<file path="src/rtl/trib_mon_pkg.sv">
package trib_mon_pkg;

    localparam int NUM_ALM  = 2;
    localparam int ALM_LOC  = 0;
    localparam int ALM_LOFS = 1;

    typedef enum logic [1:0] {
        AIS_NONE    = 2'b00,
        AIS_PAYLOAD = 2'b01,
        AIS_FULL    = 2'b10
    } ais_kind_e;

    // bit 1: frame sync lost, bit 0: clock lost
    typedef struct packed {
        logic lofs;
        logic loc;
    } alarm_status_t;

    typedef struct packed {
        logic rise;
        logic fall;
    } edge_evt_t;

    function automatic ais_kind_e pick_ais(input alarm_status_t s);
        if (s.lofs)
            return AIS_FULL;
        else if (s.loc)
            return AIS_PAYLOAD;
        return AIS_NONE;
    endfunction

endpackage

</file>
<file path="src/rtl/trib_edge_retimer.sv">
module trib_edge_retimer
    import trib_mon_pkg::*;
#(
    parameter int SYNC_STAGES = 2
) (
    input  logic      clk,
    input  logic      rst,
    input  logic      cfg_rise_edge,
    input  logic      trib_clk,
    input  logic      trib_data,
    output edge_evt_t evt,
    output logic      rt_data,
    output logic      rt_valid
);

    localparam int TAP = SYNC_STAGES - 1;

    logic [SYNC_STAGES:0]   clk_pipe;
    logic [SYNC_STAGES-1:0] dat_pipe;
    logic                   take;

    always_ff @(posedge clk) begin
        if (rst) begin
            clk_pipe <= '0;
            dat_pipe <= '0;
        end else begin
            clk_pipe <= {clk_pipe[SYNC_STAGES-1:0], trib_clk};
            dat_pipe <= {dat_pipe[SYNC_STAGES-2:0], trib_data};
        end
    end

    always_comb begin
        evt.rise = clk_pipe[TAP] & ~clk_pipe[TAP+1];
        evt.fall = ~clk_pipe[TAP] & clk_pipe[TAP+1];
        take     = cfg_rise_edge ? evt.rise : evt.fall;
    end

    always_ff @(posedge clk) begin
        if (rst) begin
            rt_data  <= 1'b0;
            rt_valid <= 1'b0;
        end else begin
            rt_valid <= take;
            if (take)
                rt_data <= dat_pipe[TAP];
        end
    end

    // captures come one per edge of one polarity, never back to back
    assert_strobe_isolated_R1: assert property (@(posedge clk) disable iff (rst)
        rt_valid |=> !rt_valid);

endmodule

</file>
<file path="src/rtl/trib_loc_detector.sv">
module trib_loc_detector #(
    parameter int LOC_LIMIT = 16
) (
    input  logic clk,
    input  logic rst,
    input  logic edge_seen,
    output logic loc
);

    localparam int CW = $clog2(LOC_LIMIT + 1);

    logic [CW-1:0] quiet_cnt;

    always_ff @(posedge clk) begin
        if (rst) begin
            quiet_cnt <= '0;
            loc       <= 1'b0;
        end else if (edge_seen) begin
            quiet_cnt <= '0;
            loc       <= 1'b0;
        end else if (quiet_cnt == CW'(LOC_LIMIT - 1)) begin
            loc       <= 1'b1;
        end else begin
            quiet_cnt <= quiet_cnt + 1'b1;
        end
    end

    assert_loc_clear_on_edge_R2: assert property (@(posedge clk) disable iff (rst)
        edge_seen |=> !loc);

    assert_loc_rise_when_quiet_R2: assert property (@(posedge clk) disable iff (rst)
        $rose(loc) |-> $past(!edge_seen));

endmodule

</file>
<file path="src/rtl/trib_frame_monitor.sv">
module trib_frame_monitor #(
    parameter int FRAME_TICKS = 2430,
    parameter int GOOD_N      = 3,
    parameter int BAD_N       = 6
) (
    input  logic clk,
    input  logic rst,
    input  logic byte_sync,
    input  logic trib_fs,
    output logic lofs
);

    localparam int PW = $clog2(FRAME_TICKS);
    localparam int GW = $clog2(GOOD_N + 1);
    localparam int BW = $clog2(BAD_N + 1);

    logic [PW-1:0] phase;
    logic [GW-1:0] good_run;
    logic [BW-1:0] bad_run;
    logic          at_slot;
    logic          good_evt;
    logic          bad_evt;

    always_comb begin
        at_slot  = (phase == PW'(FRAME_TICKS - 1));
        good_evt = trib_fs & at_slot;
        bad_evt  = trib_fs ^ at_slot;
    end

    always_ff @(posedge clk) begin
        if (rst || !byte_sync) begin
            phase    <= '0;
            good_run <= '0;
            bad_run  <= '0;
            lofs     <= 1'b0;
        end else begin
            if (trib_fs || at_slot)
                phase <= '0;
            else
                phase <= phase + 1'b1;

            if (good_evt) begin
                bad_run <= '0;
                if (good_run != GW'(GOOD_N))
                    good_run <= good_run + 1'b1;
                if (good_run == GW'(GOOD_N - 1))
                    lofs <= 1'b0;
            end else if (bad_evt) begin
                good_run <= '0;
                if (bad_run != BW'(BAD_N))
                    bad_run <= bad_run + 1'b1;
                if (bad_run == BW'(BAD_N - 1))
                    lofs <= 1'b1;
            end
        end
    end

    assert_idle_when_not_sync_R5: assert property (@(posedge clk) disable iff (rst)
        !byte_sync |=> !lofs);

    assert_runs_exclusive_R6: assert property (@(posedge clk) disable iff (rst)
        (good_run != '0) |-> (bad_run == '0));

    assert_loss_after_bad_run_R8: assert property (@(posedge clk) disable iff (rst)
        $rose(lofs) |-> (int'($past(bad_run)) == BAD_N - 1));

    assert_gain_after_good_run_R7: assert property (@(posedge clk) disable iff (rst)
        $fell(lofs) && $past(byte_sync) |-> (int'($past(good_run)) == GOOD_N - 1));

endmodule

</file>
<file path="src/rtl/trib_alarm_reporter.sv">
module trib_alarm_reporter
    import trib_mon_pkg::*;
(
    input  logic               clk,
    input  logic               rst,
    input  alarm_status_t      status,
    input  logic [NUM_ALM-1:0] mask,
    input  logic [NUM_ALM-1:0] clr,
    output logic [NUM_ALM-1:0] delta,
    output logic               irq,
    output ais_kind_e          ais_kind
);

    logic [NUM_ALM-1:0] cur;
    logic [NUM_ALM-1:0] prev;

    assign cur = status;

    always_ff @(posedge clk) begin
        if (rst)
            prev <= '0;
        else
            prev <= cur;
    end

    for (genvar g = 0; g < NUM_ALM; g++) begin : g_alm
        logic flag_q;

        always_ff @(posedge clk) begin
            if (rst)
                flag_q <= 1'b0;
            else
                flag_q <= (cur[g] ^ prev[g]) | (flag_q & ~clr[g]);
        end

        assign delta[g] = flag_q;

        assert_flag_sticky_R3: assert property (@(posedge clk) disable iff (rst)
            (flag_q && !clr[g]) |=> flag_q);

        assert_change_sets_flag_R3: assert property (@(posedge clk) disable iff (rst)
            (cur[g] != $past(cur[g])) |=> flag_q);
    end

    always_comb begin
        irq      = |(delta & ~mask);
        ais_kind = pick_ais(status);
    end

    assert_irq_needs_flag_R4: assert property (@(posedge clk) disable iff (rst)
        irq |-> (delta != '0));

endmodule

</file>
<file path="src/rtl/trib_input_monitor.sv">
module trib_input_monitor
    import trib_mon_pkg::*;
#(
    parameter int SYNC_STAGES = 2,
    parameter int LOC_LIMIT   = 16,
    parameter int FRAME_TICKS = 2430,
    parameter int GOOD_N      = 3,
    parameter int BAD_N       = 6
) (
    input  logic       clk,
    input  logic       rst,
    input  logic       cfg_rise_edge,
    input  logic       cfg_byte_sync,
    input  logic       trib_clk,
    input  logic       trib_data,
    input  logic       trib_fs,
    input  logic [1:0] alarm_mask,
    input  logic [1:0] alarm_clr,
    output logic       rt_data,
    output logic       rt_valid,
    output logic       loc_status,
    output logic       lofs_status,
    output logic [1:0] alarm_delta,
    output logic       irq,
    output logic [1:0] ais_sel
);

    edge_evt_t     evt;
    alarm_status_t status;
    ais_kind_e     ais_kind;
    logic          loc_w;
    logic          lofs_w;

    trib_edge_retimer #(
        .SYNC_STAGES(SYNC_STAGES)
    ) u_retimer (
        .clk          (clk),
        .rst          (rst),
        .cfg_rise_edge(cfg_rise_edge),
        .trib_clk     (trib_clk),
        .trib_data    (trib_data),
        .evt          (evt),
        .rt_data      (rt_data),
        .rt_valid     (rt_valid)
    );

    trib_loc_detector #(
        .LOC_LIMIT(LOC_LIMIT)
    ) u_loc (
        .clk      (clk),
        .rst      (rst),
        .edge_seen(evt.rise | evt.fall),
        .loc      (loc_w)
    );

    trib_frame_monitor #(
        .FRAME_TICKS(FRAME_TICKS),
        .GOOD_N     (GOOD_N),
        .BAD_N      (BAD_N)
    ) u_frame (
        .clk      (clk),
        .rst      (rst),
        .byte_sync(cfg_byte_sync),
        .trib_fs  (trib_fs),
        .lofs     (lofs_w)
    );

    always_comb begin
        status.loc  = loc_w;
        status.lofs = lofs_w;
    end

    trib_alarm_reporter u_report (
        .clk     (clk),
        .rst     (rst),
        .status  (status),
        .mask    (alarm_mask),
        .clr     (alarm_clr),
        .delta   (alarm_delta),
        .irq     (irq),
        .ais_kind(ais_kind)
    );

    assign loc_status  = loc_w;
    assign lofs_status = lofs_w;
    assign ais_sel     = ais_kind;

    // the full-VT request never appears without a frame alarm
    assert_full_ais_needs_lofs_R9: assert property (@(posedge clk) disable iff (rst)
        (ais_sel == 2'b10) |-> lofs_status);

endmodule

</file>
<file path="config.mk">
export PLATFORM = sky130hd
export DESIGN_NAME = trib_input_monitor
export DESIGN_NICKNAME = d
export VERILOG_FILES = /design/src/rtl/trib_mon_pkg.sv /design/src/rtl/trib_edge_retimer.sv /design/src/rtl/trib_loc_detector.sv /design/src/rtl/trib_frame_monitor.sv /design/src/rtl/trib_alarm_reporter.sv /design/src/rtl/trib_input_monitor.sv
export SDC_FILE = /design/constraint.sdc
export NUM_CORES = 1
export LEC_CHECK = 0
export BUFFER_PORTS_ARGS = -buffer_cell sky130_fd_sc_hd__buf_2
export CAP_MARGIN = 40
export CORE_ASPECT_RATIO = 0.9
export CORE_MARGIN = 10
export CORE_UTILIZATION = 55
export CTS_CLUSTER_SIZE = 25
export DETAILED_ROUTE_END_ITERATION = 16
export PLACE_DENSITY = 0.85
export SLEW_MARGIN = 20
export SYNTH_ARGS = -nofsm -noshare
export SYNTH_HDL_FRONTEND = slang
export SYNTH_SLANG_ARGS = --single-unit
</file>
<file path="constraint.sdc">
create_clock -name clk -period 6.06 [get_ports clk]
set_input_delay 1.515 -clock clk [delete_from_list [all_inputs] [get_ports clk]]
set_output_delay 1.515 -clock clk [all_outputs]
set_load 0.05 [all_outputs]
</file>
==> impl_metrics.py <==
metrics = {
    "run_status": {
        "status": "finished, final reports clean",
    },
    "routing": {
        "post_drt_via_cell_ratio": 5.21,
        "drt-wirelength-per-cell_um": 12.7,
        "drt_first_pass_iters": 4,
        "initialDrtViolationCount": 68,
        "route.detailed.drc": 0,
        "drtAntennaViolNets": 0,
        "finalWirelength_um": 3000,
        "vias": 1235,
    },
    "worst_setup_path": {
        "critical_path.slowest_cell": "buf_2",
        "critical_path.top_delay_family": "buffers and inverters",
        "rr_worst_depth": 7,
        "critical_path_class": "primary input to output pin",
        "setup.worst_path.end_class": "output pin",
        "path_max_fanout": 1,
        "startpoint_type": "primary input",
        "slowest_delay_ps": 280,
        "stages_on_worst_setup_path": 3,
        "critical_path.most_common_cell": "buf_2",
        "crit_arrival_ps": 2020,
        "path_buf_inv": 2,
        "crit_start": "alarm_mask[0]",
        "worst-endpoint-required_ps": 4550,
        "cp_cell_sequence": "buf_2, o22ai_1, buf_2",
        "origin_of_the_critical_flop_to_flop_path": "u_frame.phase[2]",
    },
    "global_route": {
        "grt_first_pass_wirelength_um": 5110,
        "grt_usage_pct": 11.2,
        "maximum_number_of_pins_on_one_net_before_global_route_repair": 15,
        "number_of_global_route_vias_before_repair": 1228,
        "gr-total-overflow": 0,
        "antenna_found_initial": 0,
    },
    "sta": {
        "finalHoldViolCount": 0,
        "max_slew_violation_total_from_the_final_report": 0,
        "clock_skew_ps": 11.7,
        "max_freq_ghz": 0.283,
        "setup_repair_after_global_routing_missed_its_margin": "no",
        "setup_viol": 0,
        "final.min_clock_period_ps": 3540,
        "max_transition_margin_pct": 68.9,
        "finalSetupTns_ps": 0,
        "period_share_pct": 58.4,
        "worst_margin_pin_slew_ps": 465,
    },
    "synth": {
        "synth_nets": 202,
        "avgSynthCellArea_um2": 9.16,
        "synth_seq_area_share_pct": 43.2,
        "netlist_instances": 177,
        "synth_area_leader_cell": "dfxtp_1",
        "synthesis.yosys.warnings": 0,
        "synthDistinctLibCells": 35,
        "syn_area_um2": 1620,
        "synth-edff-count": 0,
        "synth.top_cells.by_area": "dfxtp_1 (43%), ha_1 (11%), nor2_1 (5.1%)",
        "synthTopCellsByCount": "dfxtp_1 (35), nor2_1 (22), a21oi_1 (15), inv_1 (15), ha_1 (14)",
        "ys.flop_type": "dfxtp_1",
        "yosys_register_bits": 35,
        "synth_top_area_share_pct": 43.2,
        "post-synth-top-count-cell": "dfxtp_1",
        "synthArstFlopShare_pct": 0,
    },
    "worst_hold_path": {
        "holdCritStartpoint": "u_retimer.clk_pipe[0]",
        "hp-class": "flip-flop to flip-flop",
        "worstHoldPathCells": 1,
    },
    "placed_design": {
        "hpwl_um": 2280,
        "gpl.final_weighted_congestion": 0.831,
        "placed_cells_incl_taps": 229,
        "numPortBuffers": 19,
    },
    "clocking": {
        "tritoncts": "done",
        "clock_tree.buffer_depth": 2,
        "insertion_delay_ps": 340,
        "clk_pin_slew_ps": 100,
        "cts-buffers-inserted": 5,
        "ctsHtreeMaxLevel": 2,
        "holdBufCountCts": 0,
        "cts.root.buffer_cell": "clkbuf_4",
        "cts_repair_resize_count": 0,
        "clock_sinks": 35,
        "post-cts-setup-buffers": 0,
    },
    "cells_and_area": {
        "post_route_insts_no_fill": 237,
        "final.fill_count": 239,
        "layout-area-overhead-vs-synth_pct": 9.49,
        "num-nets-final": 221,
        "antenna-diode-count": 0,
        "final_layout_size_suffix_gt1_share_pct": 17.8,
    },
    "power_and_ir_drop": {
        "p_per_area_nw_per_um2": 214,
        "power_w": 0.000381,
        "peakVddDrop_uv": 137,
        "static-leakage-power_nw": 0.699,
    },
    "floorplan": {
        "placementRows": 18,
        "num_io_pins": 20,
        "fp.coreArea_um2": 2790,
        "initial_utilization_pct": 58.1,
        "die_y_um": 71.5,
        "die-width_um": 77.2,
        "die_area_um2": 5520,
    },
    "run": {
        "cap_viol_max_count": 0,
    },
}
## metrics by stage
step           util, %  setup WS (ps)  hold WS, ps  instance area (um2)
5_1_grt           63.6           2510          496                 1780
6_report          63.6           2520          472                 1780
3_5_place_dp      61.5           2530          434                 1720
3_3_place_gp      61.5           2520          424                 1720
4_1_cts           63.6           2530          473                 1780
2_1_floorplan        -           2260          414                 1620
## layout make-up
type	instances	area, um2	area share, %
flip-flops and latches	35	701	39.5
clock inverters	3	20.0	1.13
well taps	40	50.0	2.82
inverters	15	56.3	3.17
repair buffers	19	95.1	5.36
multi-input cells	120	816	45.9
clock buffers	5	37.5	2.11
## kinds of logic after synthesis
group	synth area share, %
buf+inv	6.48
mux	2.55
fa+ha+maj	10.8
xor+xnor	4.32
compound gates	10.3
simple gates	22.4
flops	43.2
## layout by cell type (no fill, tap or decap), drive strengths merged, types with 2 or more instances in the layout
master / n
nand2: 6
or4b: 2
or3: 4
mux2i: 3
clkinvlp: 2
dfxtp: 35
o21ai: 6
nand4: 3
or4: 4
nand2b: 4
a21oi: 15
buf: 19
xor2: 4
nand3b: 2
nor2: 22
nand3: 5
clkbuf: 5
inv: 15
ha: 14
xnor2: 4
nor2b: 7
o31ai: 4
## power by group
| part | total, W | internal (W) | leakage (nW) | switching (W) |
|---|---|---|---|---|
| clock | 0.000123 | 0.0000443 | 0.0272 | 0.0000788 |
| combinational | 0.0000203 | 0.00000905 | 0.388 | 0.0000113 |
| sequential | 0.000237 | 0.000234 | 0.284 | 0.00000309 |
| total | 0.000381 | 0.000287 | 0.699 | 0.0000931 |
## sequential cells by signal (all words and copies together) (netlist names)
register and flops:
u_frame.phase 12, u_loc.quiet_cnt 5, u_frame.bad_run 3, u_retimer.clk_pipe 3, u_frame.good_run 2, u_report.g_alm.flag_q 2, u_report.prev 2, u_retimer.dat_pipe 2
u_frame.lofs 1, u_loc.loc 1, u_retimer.rt_data 1, u_retimer.rt_valid 1
## metal layers
layer  share of wire [%]  track usage (%)
met4                 2.0             4.86
met1                  44             12.0
met3                 8.3             6.11
met2                  46             18.1
met5                   0                0
## path summary, 6_finish.rpt
path	to	slack, ps
worst max-delay path	irq	2520
worst min-delay path	u_retimer.clk_pipe[1]	470
worst max register to register	u_frame.good_run[0]	3690
worst min register to register	u_retimer.clk_pipe[1]	470
(Power assumes the default switching activity.)
